## config.mk

```make
export PLATFORM = sky130hd
export DESIGN_NAME = tick_watchdog
export DESIGN_NICKNAME = d
export VERILOG_FILES = /design/src/rtl/tick_wdog_pkg.sv /design/src/rtl/tick_wdog_dp.sv /design/src/rtl/tick_wdog_ctrl.sv /design/src/rtl/tick_watchdog.sv
export SDC_FILE = /design/constraint.sdc
export NUM_CORES = 1
export LEC_CHECK = 0
export BUFFER_PORTS_ARGS = -buffer_cell sky130_fd_sc_hd__buf_4
export CAP_MARGIN = 10
export CORE_ASPECT_RATIO = 2
export CORE_MARGIN = 2
export CORE_UTILIZATION = 58
export CTS_CLUSTER_SIZE = 16
export DETAILED_ROUTE_END_ITERATION = 10
export HOLD_SLACK_MARGIN = 0.08
export PLACE_DENSITY = 0.75
export SYNTH_ARGS = -nofsm -noshare
export SYNTH_HDL_FRONTEND = slang
export SYNTH_SLANG_ARGS = --single-unit
```

## constraint.sdc

```tcl
create_clock -name clk -period 2.93 [get_ports clk]
set_input_delay 0.879 -clock clk [delete_from_list [all_inputs] [get_ports clk]]
set_output_delay 0.879 -clock clk [all_outputs]
set_load 0.01 [all_outputs]
```

## src/rtl/tick_wdog_pkg.sv

```systemverilog
package tick_wdog_pkg;

  // Load requests from the control section to the datapath.
  typedef struct packed {
    logic loadKick;   // deadline <= high part + service offset
    logic loadInit;   // deadline <= high part + built-in offset
  } wdogStrobe_t;

endpackage

```

## src/rtl/tick_wdog_dp.sv

```systemverilog
module tick_wdog_dp
  import tick_wdog_pkg::*;
#(
  parameter int CNT_W       = 16,
  parameter int OFFSET_W    = 8,
  parameter int INIT_OFFSET = 8
) (
  input  logic                clk,
  input  logic                rstN,
  input  logic                cntEn,
  input  wdogStrobe_t         strobe,
  input  logic [OFFSET_W-1:0] kickData,
  output logic                hitNext,
  output logic [CNT_W-1:0]    cntValue
);

  localparam int LOW_W = CNT_W - OFFSET_W;
  localparam logic [LOW_W-1:0]    LOW_ONE = 1;
  localparam logic [OFFSET_W-1:0] HI_ONE  = 1;
  localparam logic [OFFSET_W-1:0] INIT_HI = INIT_OFFSET[OFFSET_W-1:0];

  logic [LOW_W-1:0]    cntLow;
  logic [OFFSET_W-1:0] cntHigh;
  logic [OFFSET_W-1:0] matchHi;
  logic                lowWrap;
  logic [OFFSET_W-1:0] highNext;

  assign lowWrap  = &cntLow;
  assign highNext = cntHigh + HI_ONE;

  // Free-running split counter; the high part steps on each low rollover.
  always_ff @(posedge clk) begin
    if (!rstN) begin
      cntLow  <= '0;
      cntHigh <= '0;
    end else if (cntEn) begin
      cntLow <= cntLow + LOW_ONE;
      if (lowWrap) cntHigh <= highNext;
    end
  end

  // Deadline register; the service write takes precedence over re-enable.
  always_ff @(posedge clk) begin
    if (!rstN)                matchHi <= INIT_HI;
    else if (strobe.loadKick) matchHi <= cntHigh + kickData;
    else if (strobe.loadInit) matchHi <= cntHigh + INIT_HI;
  end

  // True on the edge that carries the counter onto the deadline.
  assign hitNext  = cntEn & lowWrap & (highNext == matchHi);
  assign cntValue = {cntHigh, cntLow};

endmodule

```

## src/rtl/tick_wdog_ctrl.sv

```systemverilog
module tick_wdog_ctrl
  import tick_wdog_pkg::*;
(
  input  logic        clk,
  input  logic        rstN,
  input  logic        kickWr,
  input  logic        cfgWr,
  input  logic        cfgEnable,
  input  logic        cfgLock,
  input  logic        hitNext,
  output wdogStrobe_t strobe,
  output logic        wdReset,
  output logic        wdEnabled,
  output logic        wdLocked
);

  logic enabled;
  logic locked;
  logic armed;
  logic enNext;
  logic lockNext;
  logic fire;

  always_comb begin
    lockNext = locked | (cfgWr & cfgLock);
    enNext   = enabled;
    if (cfgWr) enNext = lockNext ? 1'b1 : cfgEnable;
    strobe.loadKick = kickWr;
    strobe.loadInit = enNext & ~enabled;
    fire = enabled & armed & hitNext & ~kickWr;
  end

  always_ff @(posedge clk) begin
    if (!rstN) begin
      enabled <= 1'b1;
      locked  <= 1'b0;
      armed   <= 1'b1;
      wdReset <= 1'b0;
    end else begin
      enabled <= enNext;
      locked  <= lockNext;
      wdReset <= fire;
      if (kickWr | strobe.loadInit) armed <= 1'b1;
      else if (fire)                armed <= 1'b0;
    end
  end

  assign wdEnabled = enabled;
  assign wdLocked  = locked;

endmodule

```

## src/rtl/tick_watchdog.sv

```systemverilog
module tick_watchdog
  import tick_wdog_pkg::*;
#(
  parameter int CNT_W       = 16,
  parameter int OFFSET_W    = 8,
  parameter int INIT_OFFSET = 8
) (
  input  logic                clk,
  input  logic                rstN,
  input  logic                cntEn,
  input  logic                kickWr,
  input  logic [OFFSET_W-1:0] kickData,
  input  logic                cfgWr,
  input  logic                cfgEnable,
  input  logic                cfgLock,
  output logic                wdReset,
  output logic                wdEnabled,
  output logic                wdLocked
);

  wdogStrobe_t      strobe;
  logic             hitNext;
  logic [CNT_W-1:0] cntValue;

  tick_wdog_dp #(
    .CNT_W(CNT_W), .OFFSET_W(OFFSET_W), .INIT_OFFSET(INIT_OFFSET)
  ) u_dp (
    .clk(clk), .rstN(rstN), .cntEn(cntEn), .strobe(strobe),
    .kickData(kickData), .hitNext(hitNext), .cntValue(cntValue)
  );

  tick_wdog_ctrl u_ctrl (
    .clk(clk), .rstN(rstN), .kickWr(kickWr), .cfgWr(cfgWr),
    .cfgEnable(cfgEnable), .cfgLock(cfgLock), .hitNext(hitNext),
    .strobe(strobe), .wdReset(wdReset), .wdEnabled(wdEnabled),
    .wdLocked(wdLocked)
  );

endmodule

```

==> results of run 1 <==
[final cells by class]
class / instances / area, um2
sequential: 28 / 561
fill: 263 / 960
inverter: 9 / 33.8
clock buffer: 4 / 55.1
tap: 30 / 37.5
multi-input combinational: 160 / 1120
timing repair buffer: 19 / 143
[power by group]
part / internal, mW / switching [mW] / total [mW] / leakage (nW)
registers: 0.392 / 0.00982 / 0.402 / 0.228
clock network: 0.120 / 0.121 / 0.242 / 0.0288
logic: 0.0424 / 0.0438 / 0.0862 / 0.523
[routing by layer]
layer,share of wire (%),vias to the layer above,global-route usage [%]
met2,58,28,51.1
met4,2.9,0,11.6
met3,1.7,8,1.98
met5,0,-,0
met1,37,715,27.1
li1,-,764,-
[worst min-delay path: stages (launching register included)]
cell	delay (ps)
dfxtp_1	320
inv_1	50
o21ai_0	80
[worst paths after layout]
path	start	endpoint	slack (ps)	cells after the start
hold reg to reg	u_ctrl.armed	u_ctrl.armed	500	2
hold / removal	u_ctrl.armed	u_ctrl.armed	500	2
setup reg to reg	u_dp.cntHigh[1]	u_dp.matchHi[7]	640	6
setup / recovery	kickData[1]	u_dp.matchHi[7]	470	7
[registers in the layout, summed over array words and instances, names as in the netlist]
signal,cells
u_ctrl.wdReset,1
u_ctrl.armed,1
u_ctrl.wdEnabled,1
u_ctrl.wdLocked,1
u_dp.cntHigh,8
u_dp.matchHi,8
u_dp.cntLow,8
[per-stage QoR]
stage               cell area (um2)  total power, mW  setup WS (ps)  hold slack (ps)
floorplan                      1760            0.465            523              445
global placement               1890            0.492            351              458
detailed placement             1890            0.497            179              488
CTS                            1950            0.727            459              505
global route                   1950            0.755            372              534
finish                         1950            0.730            470              500
[cell families (layout without fill, tap and decap cells)]
kind of cell | after synthesis | in the layout | synth area share (%)
buffers and inverters | 18 | 32 | 4.35
flip-flops | 28 | 28 | 31.9
adder cells (fa/ha/maj) | 12 | 12 | 8.84
multiplexers | 7 | 7 | 4.06
XOR/XNOR | 26 | 26 | 13.0
AO/OA/AOI/OAI | 41 | 41 | 16.3
AND/OR/NAND/NOR | 74 | 74 | 21.5
[placed cells by master, fill, tap and decap left out, types with 2 or more instances in the layout]
cell	netlist	routed
a211oi_1	10	10
a21oi_1	6	6
and3_1	2	2
and4b_1	2	2
buf_4	1	19
clkbuf_8	0	4
dfxtp_1	28	28
ha_1	10	10
inv_1	8	8
mux2i_1	6	6
nand2_1	13	13
nand3_1	9	9
nand4_1	5	5
nor2_1	24	24
nor2b_1	3	3
nor3_1	6	6
o21ai_0	10	10
o31a_1	2	2
or3_1	4	4
xnor2_1	9	9
xor2_1	17	17
==> metrics.yaml, run 1 <==
worst-endpoint-arrival_ps: 2690
synth_common_cells: "dfxtp_1, nor2_1, xor2_1, nand2_1"
ys_seq_area_share_pct: 31.9
yosysTopAreaCell: "dfxtp_1"
setup_viol: 0
overflow: 0
drc: 0
hp-class: "reg2reg"
finish.utilization_pct: 67.0
syn_to_final_growth_pct: 11.0
maxSlewHeadroom_pct: 53.7
cts_made_buffers: 3
cp-end-kind: "flop"
grt_pass1_wl_mm: 6.98
critPathTopFamily: "compound AO/OA/AOI/OAI gates"
synthTopCellsByArea: "dfxtp_1, xor2_1, ha_1"
drive_gt1_share_pct: 13.2
gp_congestion: 0.818
synth.top_cell.area_share_pct: 31.9
ir_worst_vdd_uv: 252
min_period_ps: 2460
dp.cells: 246
grt_antenna_before_repair: 0
insertion_delay_ps: 280
hold_viol_final: 0
die_y_um: 81.8
wl_mm: 4.02
skew_ps: 4.59
yosys_warnings: 0
crit_slowest_cell: "o41ai_1"
post_cts_resized: 0
crit_path_cell_trace: "buf_4 -> ha_1 -> a211oi_1 -> nor2_1 -> o41ai_1 -> mux2i_1 -> o211a_1"
slew_viol_final: 0
dieArea_um2: 3510
rows: 28
synth_cell_types: 45
powerDensity_nw_per_um2: 375
die_w_um: 42.9
portBuffers: 17
coreArea_um2: 2910
ant_nets: 0
critical_path_buf_inv_count: 1
cp_max_fo: 2
synth.avg_cell_area_um2: 8.52
rsz0062_at_grt: "no"
io_pins: 18
cp_slowest_stage_delay_ps: 540
p_leak_nw: 0.780
clk_pin_slew_ps: 100
drtIter0Drc: 21
diodes: 0
routed-via-count: 1515
cts_tree: "done"
synth_edf_count: 0
worst_setup_path_start_kind: "primary input"
clockBufferDepth: 2
path_class: "in2reg"
worst_slew_pin_slew_ps: 693
crit_required_ps: 3160
avgViaCountPerCell: 6.06
fmax_mhz: 406
numClockSinks: 28
mappedNetlistArea_um2: 1760
grt_usage_pct: 26.1
nets: 247
yosysMostFrequentCell: "dfxtp_1"
async_flop_share_pct: 0
ctsHoldBuffers: 0
status: "completed"
cts_max_level: 1
grt_max_degree: 23
cts_setup_buffers: 0
post_drt_wl_per_cell_um: 16.1
drv_cap: 0
drt-pass1-iter-count: 4
start_util_pct: 60.4
hpwl_mm: 3.19
syn_inst: 206
synth_flop_cell: "dfxtp_1"
grt_pass1_vias: 1555
post-route-period-util_pct: 84.0
finalNonFillerCells: 250
ys_ff_latch: 28
cts_root_buf: "clkbuf_8"
synth.net_count: 232
setup-tns-final_ps: 0
(Power assumes the default switching activity.)
==> run 2, diff against run 1 <==
--- a/config.mk
+++ b/config.mk
@@ -5,11 +5,12 @@
 export SDC_FILE = /design/constraint.sdc
 export NUM_CORES = 1
 export LEC_CHECK = 0
+export ABC_AREA = 1
 export BUFFER_PORTS_ARGS = -buffer_cell sky130_fd_sc_hd__buf_4
 export CAP_MARGIN = 10
 export CORE_ASPECT_RATIO = 2
 export CORE_MARGIN = 2
-export CORE_UTILIZATION = 58
+export CORE_UTILIZATION = 59
 export CTS_CLUSTER_SIZE = 16
 export DETAILED_ROUTE_END_ITERATION = 10
 export HOLD_SLACK_MARGIN = 0.08
==> constraint.sdc (replaced) <==
create_clock -name clk -period 2.35 [get_ports clk]
set_input_delay 0.705 -clock clk [delete_from_list [all_inputs] [get_ports clk]]
set_output_delay 0.705 -clock clk [all_outputs]
set_load 0.01 [all_outputs]
==> run 2 against run 1 <==
  * Clock skew decreased by 0.78 ps
  * Count of clock-buffer cells in the layout decreased by 1
  * Combinational power increased by 29%
  * Register-to-register slack got worse by 130 ps
  * Worst setup slack improved by 37 ps
  * Sequential power increased by 24%
  * Global-route usage increased by 0.16 points
  * Synthesized area increased by 6.5%
  * Die area increased by 4.3%
  * Cell count increased by 31%
  * Synthesized cell count increased by 36%
  * Utilization increased by 0.43 points
  * Highest routed layer unchanged
==> metrics.yaml, run 2 <==
critical_path_buf_inv_count: 0  # was 1
io_pins: 18  # unchanged
ir_worst_vdd_uv: 325  # was 252 uV
diodes: 0  # unchanged
synth.avg_cell_area_um2: 6.65  # was 8.52 um2
insertion_delay_ps: 280  # about the same
post_drt_wl_per_cell_um: 13.1  # was 16.1 um
rows: 29  # was 28
dpl_worst_slack_ps: 279  # was 179 ps
hold_viol_final: 0  # unchanged
cp_max_fo: 10  # was 2
synth.net_count: 307  # was 232
coreArea_um2: 3080  # was 2910 um2
rsz0062_at_grt: "no"  # unchanged
min_period_ps: 1840
cts_tree: "done"  # unchanged
ctsHoldBuffers: 0  # unchanged
finalInstanceArea_um2: 2080  # was 1950 um2
cts_max_level: 1  # unchanged
worst-endpoint-arrival_ps: 2010  # was 2690 ps
grt_max_degree: 18  # was 23
finalNonFillerCells: 328  # was 250
setup_viol: 0  # unchanged
hp-class: "reg2reg"  # unchanged
cts_root_buf: "clkbuf_8"  # unchanged
cp_slowest_stage_delay_ps: 560  # was 540 ps
drtIter0Drc: 75  # was 21
status: "completed"  # unchanged
ant_nets: 0  # unchanged
grt_pass1_vias: 1811  # was 1555
crit_required_ps: 2520  # was 3160 ps
cts_made_buffers: 3  # unchanged
die_w_um: 43.8  # was 42.9 um
overflow: 0  # unchanged
path_class: "reg2reg"  # was in2reg
numClockSinks: 28  # unchanged
die_y_um: 83.6  # was 81.8 um
maxSlewHeadroom_pct: 71.3  # was 53.7%
crit_top_cell: "nand2_1"
ys_ff_latch: 28  # unchanged
synth_edf_count: 0  # unchanged
drv_cap: 0  # unchanged
crit_slowest_cell: "dfxtp_1"  # was o41ai_1
drive_gt1_share_pct: 13.5  # was 13.2%
skew_ps: 3.80  # was 4.59 ps
fmax_mhz: 543
critPathTopFamily: "simple AND/OR/NAND/NOR gates"  # was compound AO/OA/AOI/OAI gates
p_leak_nw: 0.974  # was 0.780 nW
yosys_warnings: 0  # unchanged
grt_usage_pct: 26.3  # was 26.1%
fillCellCount: 286  # was 263
synth.top_cell.area_share_pct: 30.0  # was 31.9%
final_common_cell: "nand2_1"  # was dfxtp_1
powerDensity_nw_per_um2: 479  # was 375 nW/um2
fin_ws_ps: 507  # was 470 ps
hpwl_mm: 3.35  # was 3.19 mm
dieArea_um2: 3660  # was 3510 um2
synth_common_cells: "nand2_1, inv_1, dfxtp_1, nand3_1"  # was dfxtp_1, nor2_1, xor2_1, nand2_1
post-route-period-util_pct: 78.4
post_cts_resized: 0  # unchanged
drc: 0  # unchanged
grt_pass1_wl_mm: 7.56  # was 6.98 mm
ys_seq_area_share_pct: 30.0  # was 31.9%
cp-end-kind: "flop"  # unchanged
avgViaCountPerCell: 5.51  # was 6.06
dp.cells: 324  # was 246
top_regs: "u_dp.cntHigh x8, u_dp.cntLow x8, u_dp.matchHi x8"  # unchanged
routed-via-count: 1807  # was 1515
nets: 324  # was 247
syn_inst: 281  # was 206
clk_pin_slew_ps: 100  # about the same
slew_viol_final: 0  # unchanged
cts_setup_buffers: 0  # unchanged
crit_path_cell_trace: "ha_1 -> nand2_1 -> nor2_4 -> nand2_1 -> nand2_1 -> nand3_1 -> nand2_1 -> nand2_1 -> nor2_2 -> nand2_1 -> nand2_1 -> nand2_1"  # was buf_4 -> ha_1 -> a211oi_1 -> nor2_1 -> o41ai_1 -> mux2i_1 -> o211a_1
mappedNetlistArea_um2: 1870  # was 1760 um2
place_area_um2: 2010  # was 1890 um2
yosysTopAreaCell: "dfxtp_1"  # unchanged
gp_congestion: 0.921  # was 0.818
final_cell_mix: "nand2_1, inv_1, dfxtp_1"  # was dfxtp_1, nor2_1, buf_4
worst_setup_path_start_kind: "flop"  # was primary input
setup-tns-final_ps: 0  # unchanged
synth_flop_cell: "dfxtp_1"  # unchanged
start_util_pct: 60.6  # was 60.4%
worst_slew_pin_slew_ps: 430  # was 693 ps
clockBufferDepth: 2  # unchanged
synthTopCellsByArea: "dfxtp_1, nand2_1, inv_1"  # was dfxtp_1, xor2_1, ha_1
synth_cell_types: 35  # was 45
async_flop_share_pct: 0  # unchanged
fin_hold_ws_ps: 465  # was 500 ps
drt-pass1-iter-count: 4  # unchanged
wl_mm: 4.31  # was 4.02 mm
grt_antenna_before_repair: 0  # unchanged
yosysMostFrequentCell: "nand2_1"  # was dfxtp_1
portBuffers: 17  # unchanged
syn_to_final_growth_pct: 11.2  # was 11.0%
## run 2: cell types whose count changed in the layout (fill, tap and decap cells not counted), sizes merged, moves of 3 or more
| cell | change |
|---|---|
| o21ai | +6 |
| a211oi | -7 |
| nor2b | -3 |
| mux2i | -6 |
| or3 | -4 |
| nand2 | +68 |
| xnor2 | -6 |
| nand3 | +14 |
| inv | +27 |
| a21oi | +17 |
| xor2 | -16 |
## run 2: power by group
| part | leakage, nW | switching (mW) | internal (mW) |
|---|---|---|---|
| logic | 0.711 | 0.0643 | 0.0472 |
| registers | 0.228 | 0.0101 | 0.488 |
| clock network | 0.0357 | 0.158 | 0.228 |
## run 2: worst paths after layout
path | startpoint | endpoint | cells after the start | slack [ps]
worst max register to register | u_dp.cntHigh[3] | u_ctrl.armed | 12 | 510
worst min-delay path | u_ctrl.armed | u_ctrl.armed | 2 | 470
worst max-delay path | u_dp.cntHigh[3] | u_ctrl.armed | 12 | 510
worst min register to register | u_ctrl.armed | u_ctrl.armed | 2 | 470
## run 2: layout make-up
type	instances	area (um2)	area share (%)
clock inverter	1	30.0	1.44
sequential	28	561	27.0
timing repair buffer	18	135	6.50
tap	31	38.8	1.87
multi-input combinational	210	1130	54.3
clock buffer	3	41.3	1.99
inverter	37	144	6.92
## run 2: routing by layer
layer	vias to the layer above	GRT usage [%]	part of all wire [%]
met5	-	0	0
met4	0	12.1	3.5
met3	15	2.60	3.7
met2	50	44.4	50
met1	793	31.8	43
li1	949	-	-
## run 2: cells by family after synthesis
group           Yosys count  share of synthesized area (%)
fa+ha+maj                11                           7.76
compound gates           48                           14.6
simple gates            147                           36.2
xor+xnor                  4                           1.87
buf+inv                  43                           9.57
flops                    28                           30.0
## run 2: through the flow
| step | utilization, % | power, mW |
|---|---|---|
| after floorplan | - | 0.579 |
| after global placement | 65.1 | 0.617 |
| after detailed placement | 65.1 | 0.620 |
| after CTS | 67.4 | 0.999 |
| after global routing | 67.4 | 1.03 |
| final | 67.4 | 0.996 |
## run 2: worst min-delay path: cells and delay by family (launching register included)
kind,cells,cell delay (ps)
DFF,1,330
and+or+nand+nor,2,100
